$ cat config.mk
export PLATFORM = sky130hd
export DESIGN_NAME = ccport_gpio
export DESIGN_NICKNAME = d
export VERILOG_FILES = /design/src/rtl/ccport_pkg.sv /design/src/rtl/ccport_sync.sv /design/src/rtl/ccport_line.sv /design/src/rtl/ccport_regs.sv /design/src/rtl/ccport_gpio.sv
export SDC_FILE = /design/constraint.sdc
export NUM_CORES = 1
export LEC_CHECK = 0
export ABC_AREA = 1
export BUFFER_PORTS_ARGS = -buffer_cell sky130_fd_sc_hd__buf_2
export CORE_ASPECT_RATIO = 1.5
export CORE_MARGIN = 2
export CORE_UTILIZATION = 50
export CTS_BUF_LIST = sky130_fd_sc_hd__clkbuf_8
export DETAILED_ROUTE_END_ITERATION = 10
export GPL_TIMING_DRIVEN = 0
export PLACE_DENSITY = 0.88
export SKIP_CTS_REPAIR_TIMING = 1
export SYNTH_ARGS = -nofsm -noshare
export SYNTH_HDL_FRONTEND = slang
export SYNTH_SLANG_ARGS = --single-unit
$ cat constraint.sdc
create_clock -name clk -period 1.1 [get_ports clk]
set_clock_uncertainty 0.1 [all_clocks]
set_input_delay 0.055 -clock clk [delete_from_list [all_inputs] [get_ports clk]]
set_output_delay 0.055 -clock clk [all_outputs]
set_load 0.02 [all_outputs]
$ cat src/rtl/ccport_pkg.sv
package ccport_pkg;

    typedef enum logic [1:0] {
        CMP_OFF    = 2'b00,
        CMP_TOGGLE = 2'b01,
        CMP_RSVD   = 2'b10,
        CMP_SETCLR = 2'b11
    } cmp_mode_e;

    typedef enum logic [1:0] {
        SEL_DATA  = 2'd0,
        SEL_DIR   = 2'd1,
        SEL_ODRN  = 2'd2,
        SEL_NONE  = 2'd3
    } reg_sel_e;

    typedef struct packed {
        logic     trig;
        logic     ovf;
        cmp_mode_e mode;
    } cmp_req_t;

    // Next latch value: compare hardware has priority over a software write.
    function automatic logic latch_next(input logic cur, input cmp_req_t req,
                                        input logic sw_we, input logic sw_bit);
        if (req.trig && req.mode == CMP_TOGGLE) return ~cur;
        if (req.trig && req.mode == CMP_SETCLR) return ~req.ovf;
        if (sw_we) return sw_bit;
        return cur;
    endfunction

    // Pad driver enable for one line.
    function automatic logic drive_en(input logic dir, input logic odrn, input logic lat);
        return dir & (~odrn | ~lat);
    endfunction

endpackage

$ cat src/rtl/ccport_sync.sv
module ccport_sync #(
    parameter int WIDTH  = 16,
    parameter int STAGES = 2
) (
    input  logic             clk,
    input  logic             rst,
    input  logic [WIDTH-1:0] d_in,
    output logic [WIDTH-1:0] d_sync
);
    localparam int CW = $clog2(STAGES + 1);

    logic [WIDTH-1:0] stage_q [STAGES];

    generate
        for (genvar s = 0; s < STAGES; s++) begin : g_stage
            always_ff @(posedge clk) begin
                if (rst) stage_q[s] <= '0;
                else if (s == 0) stage_q[s] <= d_in;
                else stage_q[s] <= stage_q[(s == 0) ? 0 : s - 1];
            end
        end
    endgenerate

    assign d_sync = stage_q[STAGES-1];

    // checker state: cycles since reset, saturating at STAGES
    logic [CW-1:0] warm_q;
    always_ff @(posedge clk) begin
        if (rst) warm_q <= '0;
        else if (warm_q != CW'(STAGES)) warm_q <= warm_q + 1'b1;
    end


    sync_delay_chk: assert property (@(posedge clk) disable iff (rst)
        (warm_q == CW'(STAGES)) |-> (d_sync == $past(d_in, 2)));
endmodule

$ cat src/rtl/ccport_line.sv
module ccport_line
    import ccport_pkg::*;
(
    input  logic     clk,
    input  logic     rst,
    input  logic     sw_we,
    input  logic     sw_bit,
    input  cmp_req_t req,
    output logic     latch_q
);
    always_ff @(posedge clk) begin
        if (rst) latch_q <= 1'b0;
        else     latch_q <= latch_next(latch_q, req, sw_we, sw_bit);
    end


    line_reset_chk: assert property (@(posedge clk) rst |=> !latch_q);


    toggle_chk: assert property (@(posedge clk) disable iff (rst)
        (req.trig && req.mode == CMP_TOGGLE) |=> (latch_q == !$past(latch_q)));

    // R7 (holds with or without a same-cycle bus write, see R9)
    setclr_chk: assert property (@(posedge clk) disable iff (rst)
        (req.trig && req.mode == CMP_SETCLR) |=> (latch_q == !$past(req.ovf)));


    ignored_mode_chk: assert property (@(posedge clk) disable iff (rst)
        (req.trig && (req.mode == CMP_OFF || req.mode == CMP_RSVD) && !sw_we)
        |=> $stable(latch_q));


    idle_hold_chk: assert property (@(posedge clk) disable iff (rst)
        (!req.trig && !sw_we) |=> $stable(latch_q));
endmodule

$ cat src/rtl/ccport_regs.sv
module ccport_regs
    import ccport_pkg::*;
#(
    parameter int NUM_LINES = 16
) (
    input  logic                 clk,
    input  logic                 rst,
    input  reg_sel_e             sel,
    input  logic                 wr,
    input  logic [NUM_LINES-1:0] wdata,
    input  logic [NUM_LINES-1:0] data_view,
    output logic [NUM_LINES-1:0] dir_q,
    output logic [NUM_LINES-1:0] odrn_q,
    output logic [NUM_LINES-1:0] rdata
);
    always_ff @(posedge clk) begin
        if (rst) begin
            dir_q  <= '0;
            odrn_q <= '0;
        end else if (wr) begin
            if (sel == SEL_DIR)  dir_q  <= wdata;
            if (sel == SEL_ODRN) odrn_q <= wdata;
        end
    end

    always_comb begin
        unique case (sel)
            SEL_DATA: rdata = data_view;
            SEL_DIR:  rdata = dir_q;
            SEL_ODRN: rdata = odrn_q;
            default:  rdata = '0;
        endcase
    end


    regs_reset_chk: assert property (@(posedge clk)
        rst |=> (dir_q == '0 && odrn_q == '0));


    dir_write_chk: assert property (@(posedge clk) disable iff (rst)
        (wr && sel == SEL_DIR) |=> (dir_q == $past(wdata)));
endmodule

$ cat src/rtl/ccport_gpio.sv
module ccport_gpio
    import ccport_pkg::*;
#(
    parameter int NUM_LINES   = 16,
    parameter int SYNC_STAGES = 2,
    localparam int MODE_W     = 2 * NUM_LINES
) (
    input  logic                 clk,
    input  logic                 rst,
    input  logic [1:0]           bus_addr,
    input  logic                 bus_wr,
    input  logic [NUM_LINES-1:0] bus_wdata,
    output logic [NUM_LINES-1:0] bus_rdata,
    input  logic [NUM_LINES-1:0] pad_in,
    output logic [NUM_LINES-1:0] pad_out,
    output logic [NUM_LINES-1:0] pad_oe,
    input  logic [NUM_LINES-1:0] cmp_trig,
    input  logic [MODE_W-1:0]    cmp_mode,
    input  logic [NUM_LINES-1:0] tmr_ovf,
    output logic [NUM_LINES-1:0] capture
);
    reg_sel_e              sel;
    logic [NUM_LINES-1:0]  latch_v, dir_v, odrn_v, pin_sync, data_view;
    logic                  data_we;

    assign sel     = reg_sel_e'(bus_addr);
    assign data_we = bus_wr && (sel == SEL_DATA);

    ccport_sync #(.WIDTH(NUM_LINES), .STAGES(SYNC_STAGES)) u_sync (
        .clk(clk), .rst(rst), .d_in(pad_in), .d_sync(pin_sync)
    );

    generate
        for (genvar i = 0; i < NUM_LINES; i++) begin : g_line
            cmp_req_t req;
            assign req.trig = cmp_trig[i];
            assign req.ovf  = tmr_ovf[i];
            assign req.mode = cmp_mode_e'(cmp_mode[2*i +: 2]);

            ccport_line u_line (
                .clk(clk), .rst(rst), .sw_we(data_we), .sw_bit(bus_wdata[i]),
                .req(req), .latch_q(latch_v[i])
            );

            assign pad_out[i]   = latch_v[i];
            assign pad_oe[i]    = drive_en(dir_v[i], odrn_v[i], latch_v[i]);
            assign data_view[i] = dir_v[i] ? latch_v[i] : pin_sync[i];
        end
    endgenerate

    ccport_regs #(.NUM_LINES(NUM_LINES)) u_regs (
        .clk(clk), .rst(rst), .sel(sel), .wr(bus_wr), .wdata(bus_wdata),
        .data_view(data_view), .dir_q(dir_v), .odrn_q(odrn_v), .rdata(bus_rdata)
    );

    assign capture = pin_sync;


    input_hiz_chk: assert property (@(posedge clk) disable iff (rst)
        (pad_oe & ~dir_v) == '0);


    odrain_release_chk: assert property (@(posedge clk) disable iff (rst)
        (pad_oe & odrn_v & pad_out) == '0);


    sw_write_chk: assert property (@(posedge clk) disable iff (rst)
        (data_we && cmp_trig == '0) |=> (latch_v == $past(bus_wdata)));
endmodule

==> flow_summary_export.csv, run 1 <==
group,metric,value,unit
detailed_routing,postRouteAntennaNets,0,
die,initial_core_util,50.6,%
finish,area_growth,61.5,%
cts,h-tree-depth,3,
setup_path,cp_data_arrival_time,1.28,ns
finish,multi_input_area,1880,sq um
cts,cts_made_buffers,9,
sta,fmax,696,MHz
grt,gr-total-overflow,0,
detailed_routing,drt_iter0_drc,491,
finish,antenna_cells,0,
grt,antenna_found_initial,0,
setup_path,required,0.94,ns
setup_path,critPathTopFamily,"flip-flops",
detailed_routing,vias_per_cell,5.27,
setup_path,path_max_fanout,5,
logic_synthesis,syn_nets,698,
logic_synthesis,ys.flop_type,"dfxtp_1",
logic_synthesis,yosysWarnings,0,
placed_design,numPlacedInstances,864,
setup_path,critPathKind,"flip-flop to primary output",
power,ir_worst_vdd,965,uV
power,p_leak,3.35,nW
sta,hold_violations,7,
grt,grt_pass1_vias,4141,
min_path,hold_class,"primary input to flip-flop",
cts,clk_path_buf_depth,2,
detailed_routing,wl,15500,microns
die,dieArea,8740,sq um
detailed_routing,drt-pass1-iter-count,7,
detailed_routing,vias,5067,
finish,register_area,1690,sq um
placed_design,dp_hpwl,8830,microns
sta,fin_ws,-0.337,ns
die,row_count,40,
cts,clkLatencyLatePin,0.35,ns
status,outcome,"complete, but fails checks",
logic_synthesis,synth_top_area_share,40.1,%
grt,grt_max_degree,13,
logic_synthesis,yosys-top-cells-area,"dfxtp_1, nor2_1, nand2_1",
die,dieWidth,77.0,microns
finish,layout-drive-gt1-share,37.2,%
sta,setup_viol,47,
cts,cts_sinks,80,
logic_synthesis,synth.avg_cell_area,6.70,sq um
sta,rsz0062_at_grt,"true",
setup_path,path_cells,"o211ai_1 > nand3_1 > buf_6",
logic_synthesis,synth_seq_area_share,40.1,%
grt,grtUsageTotal,26.7,%
status,violations,"hold timing, setup timing",
setup_path,slowest_stage,"dfxtp_4",
detailed_routing,drcViolationCount,0,
setup_path,cp_num_buf_inv,1,
finish,fin_util,81.7,%
sta,tns,-6.44,ns
setup_path,endpoint_kind,"primary output",
logic_synthesis,synth_area,4000,sq um
logic_synthesis,synth_edf_count,0,
logic_synthesis,synth.top_cells.by_count,"nor2_1, nand2_1, inv_1, dfxtp_1, nand3_1",
cts,clk_pin_slew,0.08,ns
sta,fin_crit_sh,131,%
die,die-height,114,microns
logic_synthesis,synth.most_common_cell,"nor2_1",
placed_design,dp_slack,-0.229,ns
finish,num-nets-final,953,
logic_synthesis,yosysTopAreaCell,"dfxtp_1",
sta,slew_violations,0,
logic_synthesis,ys_ff_latch,80,
setup_path,cpPeakStageDelay,0.37,ns
flow_run,maxCapViolCount,0,
sta,relSlewSlack,65.0,%
die,core,7910,sq um
die,io_pins,165,
setup_path,cp-start-kind,"flip-flop",
setup_path,r2r_slack,-0.04,ns
logic_synthesis,synthCells,597,
finish,layout.cells.non_filler,962,
detailed_routing,routedWlPerCell,16.1,microns
sta,worst_slew_pin_slew,0.525,ns
placed_design,place_congestion,0.873,
logic_synthesis,async_flop_share,0,%
cts,clockRootBuffer,"clkbuf_8",
power,power_density,1100,nW/um^2
sta,post-route-min-period,1.44,ns
sta,hold_ws,-0.0632,ns
grt,grt_pass1_wl,18600,microns
finish,fill_cells,496,
placed_design,port_buffers,162,
cts,cts_tree,"yes",
logic_synthesis,synth.distinct_cells,20,
registers in the layout, indices dropped and copies added, names as in the netlist:
| name | count |
|---|---|
| u_regs.odrn_q | 16 |
| u_regs.dir_q | 16 |
| u_sync.stage_q | 32 |
| g_line.u_line.latch_q | 16 |
area by class of cell:
type / count / area share (%)
clock buffer: 12 / 2.56
clock inverter: 4 / 0.310
tap: 105 / 2.03
sequential: 80 / 26.1
inverter: 89 / 5.33
timing repair buffer: 251 / 30.5
multi-input combinational: 388 / 29.1
buffer: 33 / 3.99
routing by layer:
metal | routed length (microns) | global-route usage, % | vias up
li1 | - | - | 2339
met1 | 5400 | 30.3 | 2285
met2 | 8110 | 48.0 | 352
met3 | 1180 | 3.56 | 91
met4 | 837 | 15.1 | 0
met5 | 0 | 0 | -
per-stage QoR:
stage	cell area, sq um	hold WS [ns]	power (mW)
2_1_floorplan	4000	0.0620	3.99
3_3_place_gp	4940	0.156	4.45
3_5_place_dp	4940	0.162	4.50
4_1_cts	5130	-0.206	6.47
5_1_grt	6460	-0.00231	7.35
6_report	6460	-0.0632	7.08
final timing paths:
kind                       startpoint                        to  cells after the start
min reg2reg      u_sync.stage_q[0][0]      u_sync.stage_q[1][0]                      2
max reg2reg  g_line[1].u_line.latch_q  g_line[1].u_line.latch_q                      4
max                   u_regs.dir_q[1]              bus_rdata[1]                      3
min                       cmp_mode[6]  g_line[3].u_line.latch_q                      5
worst register-to-register path, stage by stage, from the launching register on:
cell and delay, ns:
dfxtp_4 0.38, buf_6 0.10, nor2_1 0.04, o21ai_0 0.29, nor2_1 0.11
report_power, final:
part	internal, mW	total, mW	switching [mW]
registers	3.05	3.22	0.172
logic	0.896	1.81	0.913
clock network	0.986	2.05	1.06
cells by family after synthesis:
logic type | synth area share [%]
and+or+nand+nor | 30.1
buffers and inverters | 15.6
DFF | 40.1
AOI/OAI and AO/OA | 14.3
layout by cell type, fill, tap and decap left out, drive strengths merged:
| cell type | Yosys | layout |
|---|---|---|
| a21oi | 17 | 17 |
| a21boi | 15 | 15 |
| nor2 | 147 | 147 |
| dfxtp | 80 | 80 |
| o211ai | 16 | 16 |
| clkbuf | 5 | 17 |
| inv | 89 | 91 |
| nand2 | 112 | 112 |
| clkinvlp | 0 | 1 |
| buf | 35 | 213 |
| dlygate4sd3 | 0 | 66 |
| nand3 | 33 | 33 |
| o21ai | 48 | 48 |
| clkinv | 0 | 1 |
Power figures use the tool's default switching activity.
==> inputs of run 2 (changes only) <==
- BUFFER_PORTS_ARGS: -buffer_cell sky130_fd_sc_hd__buf_2 -> -buffer_cell sky130_fd_sc_hd__buf_4
- CTS_CLUSTER_DIAMETER: unset -> 40
==> run 2 against run 1 <==
  * The run still ends with hold timing, setup timing left
  * Cell count down 0.62%
  * Global-route usage up 1.6 points
  * Die area unchanged
  * Sequential power about the same
  * Total power up 4.8%
  * Sequential share of layout area down 0.87 points
  * Sequential cell count unchanged
  * Clock power up 11%
  * Critical path depth up 2
  * Worst hold slack better by 0.0059 ns
  * Setup slack better by 0.064 ns
  * Count of clock-buffer cells in the layout unchanged
  * Critical path type unchanged
  * Highest routed layer unchanged
==> flow_summary_export.csv, run 2 (synthesis gave the netlist of run 1 again) <==
group,metric,value,unit
power,p_leak,3.42,nW
die,row_count,40,
finish,fill_cells,449,
sta,fmax,729,MHz
cts,clockRootBuffer,"clkbuf_8",
power,ir_worst_vdd,1060,uV
grt,antenna_found_initial,0,
grt,gr-total-overflow,0,
min_path,min_path_cells,4,
sta,tns,-6.63,ns
sta,slew_violations,0,
detailed_routing,routedWlPerCell,16.6,microns
setup_path,endpoint_kind,"primary output",
detailed_routing,postRouteAntennaNets,0,
grt,grt_pass1_vias,4346,
setup_path,cp-start-kind,"flip-flop",
sta,setup_viol,46,
power,power_density,1110,nW/um^2
die,core,7910,sq um
setup_path,r2r_cells,5,
detailed_routing,drt_iter0_drc,507,
sta,worst_slew_pin_slew,0.516,ns
setup_path,path_max_fanout,3,
cts,clk_pin_slew,0.08,ns
detailed_routing,vias_per_cell,5.34,
setup_path,crit_end,"bus_rdata[2]",
finish,final_cell_mix,"buf_4, nor2_1, nand2_1, inv_1, buf_6",
finish,multi_input_area,1870,sq um
sta,hold_violations,8,
status,outcome,"complete, but fails checks",
finish,largest_reg_flops,32,
placed_design,placed_area,5350,sq um
finish,num-nets-final,948,
placed_design,dp_slack,-0.189,ns
cts,clk_path_buf_depth,2,
detailed_routing,vias,5105,
finish,area_growth,67.6,%
placed_design,dp_hpwl,9090,microns
die,dieArea,8740,sq um
grt,grt_pass1_wl,19600,microns
min_path,hold_class,"primary input to flip-flop",
finish,register_area,1690,sq um
finish,regMostFlops,"u_sync.stage_q",
power,power,7.42,mW
setup_path,r2r_end,"g_line[8].u_line.latch_q",
sta,post-route-min-period,1.37,ns
cts,h-tree-depth,3,
setup_path,cp_data_arrival_time,1.22,ns
setup_path,critPathLaunch,"g_line[2].u_line.latch_q",
grt,grt_max_degree,13,
cts,cts_made_buffers,9,
detailed_routing,drt-pass1-iter-count,6,
die,io_pins,165,
finish,layout-drive-gt1-share,37.6,%
cts,cts_tree,"yes",
die,dieWidth,77.0,microns
die,die-height,114,microns
finish,layout_commonest_cell,"buf_4",
placed_design,place_congestion,0.851,
setup_path,r2r_slack,0.01,ns
detailed_routing,drcViolationCount,0,
sta,hold_ws,-0.0573,ns
sta,rsz0062_at_grt,"true",
cts,cts_sinks,80,
grt,grtUsageTotal,28.3,%
detailed_routing,wl,15800,microns
flow_run,maxCapViolCount,0,
finish,fin_area,6700,sq um
sta,relSlewSlack,65.6,%
setup_path,required,0.94,ns
die,initial_core_util,50.6,%
setup_path,critPathKind,"flip-flop to primary output",
sta,fin_ws,-0.272,ns
placed_design,port_buffers,162,
cts,clkLatencyLatePin,0.36,ns
sta,fin_crit_sh,125,%
status,violations,"hold timing, setup timing",
finish,antenna_cells,0,
setup_path,r2r-start,"g_line[8].u_line.latch_q",
[run 2: per-stage QoR]
stage / utilization [%] / std cells / hold slack [ns]
after floorplan: - / 597 / 0.0620
after global placement: 67.6 / 864 / 0.156
after detailed placement: 67.6 / 864 / 0.162
after CTS: 70.2 / 879 / -0.209
after global routing: 84.8 / 956 / -0.0200
final: 84.8 / 956 / -0.0573
[run 2: how the worst min path moves through the flow]
stage	slack, ns	startpoint	end
4_1_cts	-0.21	pad_in[9]	u_sync.stage_q[0][9]
3_5_place_dp	0.16	pad_in[9]	u_sync.stage_q[0][9]
6_report	-0.06	cmp_mode[27]	g_line[13].u_line.latch_q
2_1_floorplan	0.06	pad_in[0]	u_sync.stage_q[0][0]
5_1_grt	-0.02	cmp_mode[1]	g_line[0].u_line.latch_q
3_3_place_gp	0.16	pad_in[2]	u_sync.stage_q[0][2]
[run 2: worst max-delay path, stage by stage, from the launching register on]
cell and delay, ns:
dfxtp_4 0.37, inv_2 0.06, nand2_1 0.05, o211ai_1 0.08, nand3_1 0.15, buf_6 0.16
[run 2: area by class of cell]
type	count	share of cell area (%)
repair buffers	246	32.8
clock buffers	12	2.46
clock inverters	3	0.597
multi-input cells	388	27.9
flip-flops and latches	80	25.3
inverters	89	5.13
well taps	105	1.96
plain buffers	33	3.85
[run 2: power breakdown]
group	leakage (nW)	total, mW	internal (mW)	switching, mW
Clock	0.108	2.27	1.22	1.06
Combinational	2.63	1.92	0.991	0.926
Sequential	0.678	3.23	3.05	0.177
Total	3.42	7.42	5.26	2.16
[run 2: routing by layer]
layer	up-vias	global-route usage, %	share of wire, %
li1	2325	-	-
met1	2324	30.1	35
met2	370	51.5	52
met3	86	5.70	8.4
met4	0	16.2	5.3
met5	-	0	0
==> inputs of run 3 (changes only) <==
--- a/config.mk
+++ b/config.mk
@@ -15,5 +15,5 @@
 export DETAILED_ROUTE_END_ITERATION = 10
 export GPL_TIMING_DRIVEN = 0
-export PLACE_DENSITY = 0.88
+export PLACE_DENSITY_LB_ADDON = 0.25
 export SKIP_CTS_REPAIR_TIMING = 1
 export SYNTH_ARGS = -nofsm -noshare
==> constraint.sdc (replaced) <==
create_clock -name clk -period 1.1 [get_ports clk]
set_clock_uncertainty 0.1 [all_clocks]
set_input_delay 0.055 -clock clk [delete_from_list [all_inputs] [get_ports clk]]
set_output_delay 0.055 -clock clk [all_outputs]
set_load 0.005 [all_outputs]
==> run 3 against run 2 <==
  * The flow still finishes with violations (hold timing, setup timing)
  * Non-clock buffer count is 11 higher
  * Cell count increased by 1.3%
  * Sequential cell count did not move
  * Worst hold slack improved by 0.0044 ns
  * Total power shrank 5.1%
  * Sequential share of layout area is essentially flat
  * Core utilization down 0.63 points
  * Die area did not move
  * Register-to-register slack about the same
  * Combinational power shrank 10%
  * Critical path type unchanged
  * Highest routed layer unchanged
==> flow_summary_export.csv, run 3 (synthesis gave the netlist of run 1 again) <==
group,metric,value,unit
status,outcome,"complete, but fails checks",
status,violations,"hold timing, setup timing",
sta,fmax,731,MHz
sta,rsz0062_at_grt,"true",
cts,clockRootBuffer,"clkbuf_8",
sta,tns,-6.26,ns
finish,antenna_cells,0,
detailed_routing,drt-pass1-iter-count,5,
setup_path,critPathKind,"flip-flop to primary output",
setup_path,cpPeakStageDelay,0.36,ns
finish,layout-drive-gt1-share,37.7,%
setup_path,r2r_cells,5,
die,io_pins,165,
setup_path,path_max_fanout,3,
sta,post-route-min-period,1.37,ns
cts,h-tree-depth,3,
sta,setup_viol,45,
finish,final_cell_mix,"buf_4, nor2_1, nand2_1, dlygate4sd3_1, inv_1",
setup_path,slowest_stage,"dfxtp_2",
flow_run,maxCapViolCount,0,
die,dieWidth,77.0,microns
placed_design,dp_slack,-0.178,ns
min_path,hold_end,"g_line[2].u_line.latch_q",
setup_path,r2r-start,"g_line[9].u_line.latch_q",
die,row_count,40,
finish,regMostFlops,"u_sync.stage_q",
detailed_routing,drt_iter0_drc,358,
detailed_routing,vias_per_cell,5.22,
min_path,hold_class,"primary input to flip-flop",
sta,relSlewSlack,58.6,%
sta,hold_ws,-0.0529,ns
placed_design,dp_hpwl,8970,microns
sta,fin_ws,-0.268,ns
finish,area_growth,66.4,%
finish,largest_reg_flops,32,
finish,num-nets-final,959,
power,p_leak,3.43,nW
cts,clkLatencyLatePin,0.36,ns
cts,clk_pin_slew,0.10,ns
sta,hold_violations,4,
die,initial_core_util,50.6,%
die,die-height,114,microns
setup_path,r2r_slack,0.01,ns
placed_design,place_congestion,0.839,
detailed_routing,vias,5050,
finish,layout_commonest_cell,"buf_4",
grt,gr-total-overflow,0,
power,ir_worst_vdd,891,uV
detailed_routing,postRouteAntennaNets,0,
detailed_routing,routedWlPerCell,15.5,microns
grt,grtUsageTotal,27.7,%
setup_path,required,0.94,ns
setup_path,endpoint_kind,"primary output",
sta,fin_crit_sh,124,%
placed_design,port_buffers,162,
setup_path,cp_data_arrival_time,1.21,ns
power,power_density,1060,nW/um^2
cts,cts_made_buffers,9,
min_path,worstHoldStart,"cmp_trig[2]",
sta,slew_violations,0,
die,dieArea,8740,sq um
grt,grt_pass1_wl,19300,microns
detailed_routing,wl,15000,microns
grt,grt_pass1_vias,4223,
sta,worst_slew_pin_slew,0.621,ns
setup_path,path_cells,"inv_2 > nand2_1 > o211ai_1 > nand3_1 > buf_4",
min_path,min_path_cells,5,
cts,cts_tree,"yes",
die,core,7910,sq um
setup_path,cp-start-kind,"flip-flop",
grt,antenna_found_initial,0,
cts,clk_path_buf_depth,2,
setup_path,r2r_end,"g_line[9].u_line.latch_q",
cts,cts_sinks,80,
grt,grt_max_degree,17,
detailed_routing,drcViolationCount,0,
==> run 3: final cells by class <==
type / instances / area [sq um]
sequential: 80 / 1680
timing repair buffer: 255 / 2190
buffer: 35 / 265
clock buffer: 9 / 124
multi-input combinational: 388 / 1860
inverter: 89 / 342
clock inverter: 7 / 62.6
tap: 105 / 131
fill: 467 / 1250
==> run 3: worst max-delay path, delay by kind of cell (launching register included) <==
| family | cells | cell delay, ns |
|---|---|---|
| AO/OA/AOI/OAI | 1 | 0.09 |
| flip-flops | 1 | 0.36 |
| buffers and inverters | 2 | 0.22 |
| AND/OR/NAND/NOR | 2 | 0.18 |
==> run 3: per-stage QoR <==
step	cell area (sq um)	std cells	total power [mW]	util, %
2_1_floorplan	4000	597	3.83	-
3_3_place_gp	5350	864	4.47	67.6
3_5_place_dp	5350	864	4.52	67.6
4_1_cts	5530	880	6.55	70.0
5_1_grt	6650	968	7.31	84.1
6_report	6650	968	7.04	84.1
==> run 3: how the worst max path moves through the flow <==
stage	slack [ns]	startpoint	endpoint
6_report	-0.27	g_line[1].u_line.latch_q	bus_rdata[1]
5_1_grt	-0.29	u_regs.dir_q[1]	bus_rdata[1]
4_1_cts	-0.30	u_regs.dir_q[2]	pad_oe[2]
3_5_place_dp	-0.18	bus_addr[1]	bus_rdata[14]
3_3_place_gp	-0.16	bus_addr[0]	bus_rdata[2]
2_1_floorplan	0.20	bus_wr	u_regs.dir_q[10]
==> run 3: layer usage <==
metal	part of all wire, %	vias to the layer above	GRT usage (%)
li1	-	2353	-
met1	36	2326	30.7
met2	53	298	49.6
met3	6.8	73	5.62
met4	4.5	0	14.4
met5	0	-	0
==> run 3: power breakdown <==
group          internal, mW  switching (mW)  total (mW)
registers              3.06           0.155        3.21
logic                 0.966           0.759        1.72
clock network         0.876            1.23        2.11
total                  4.90            2.14        7.04
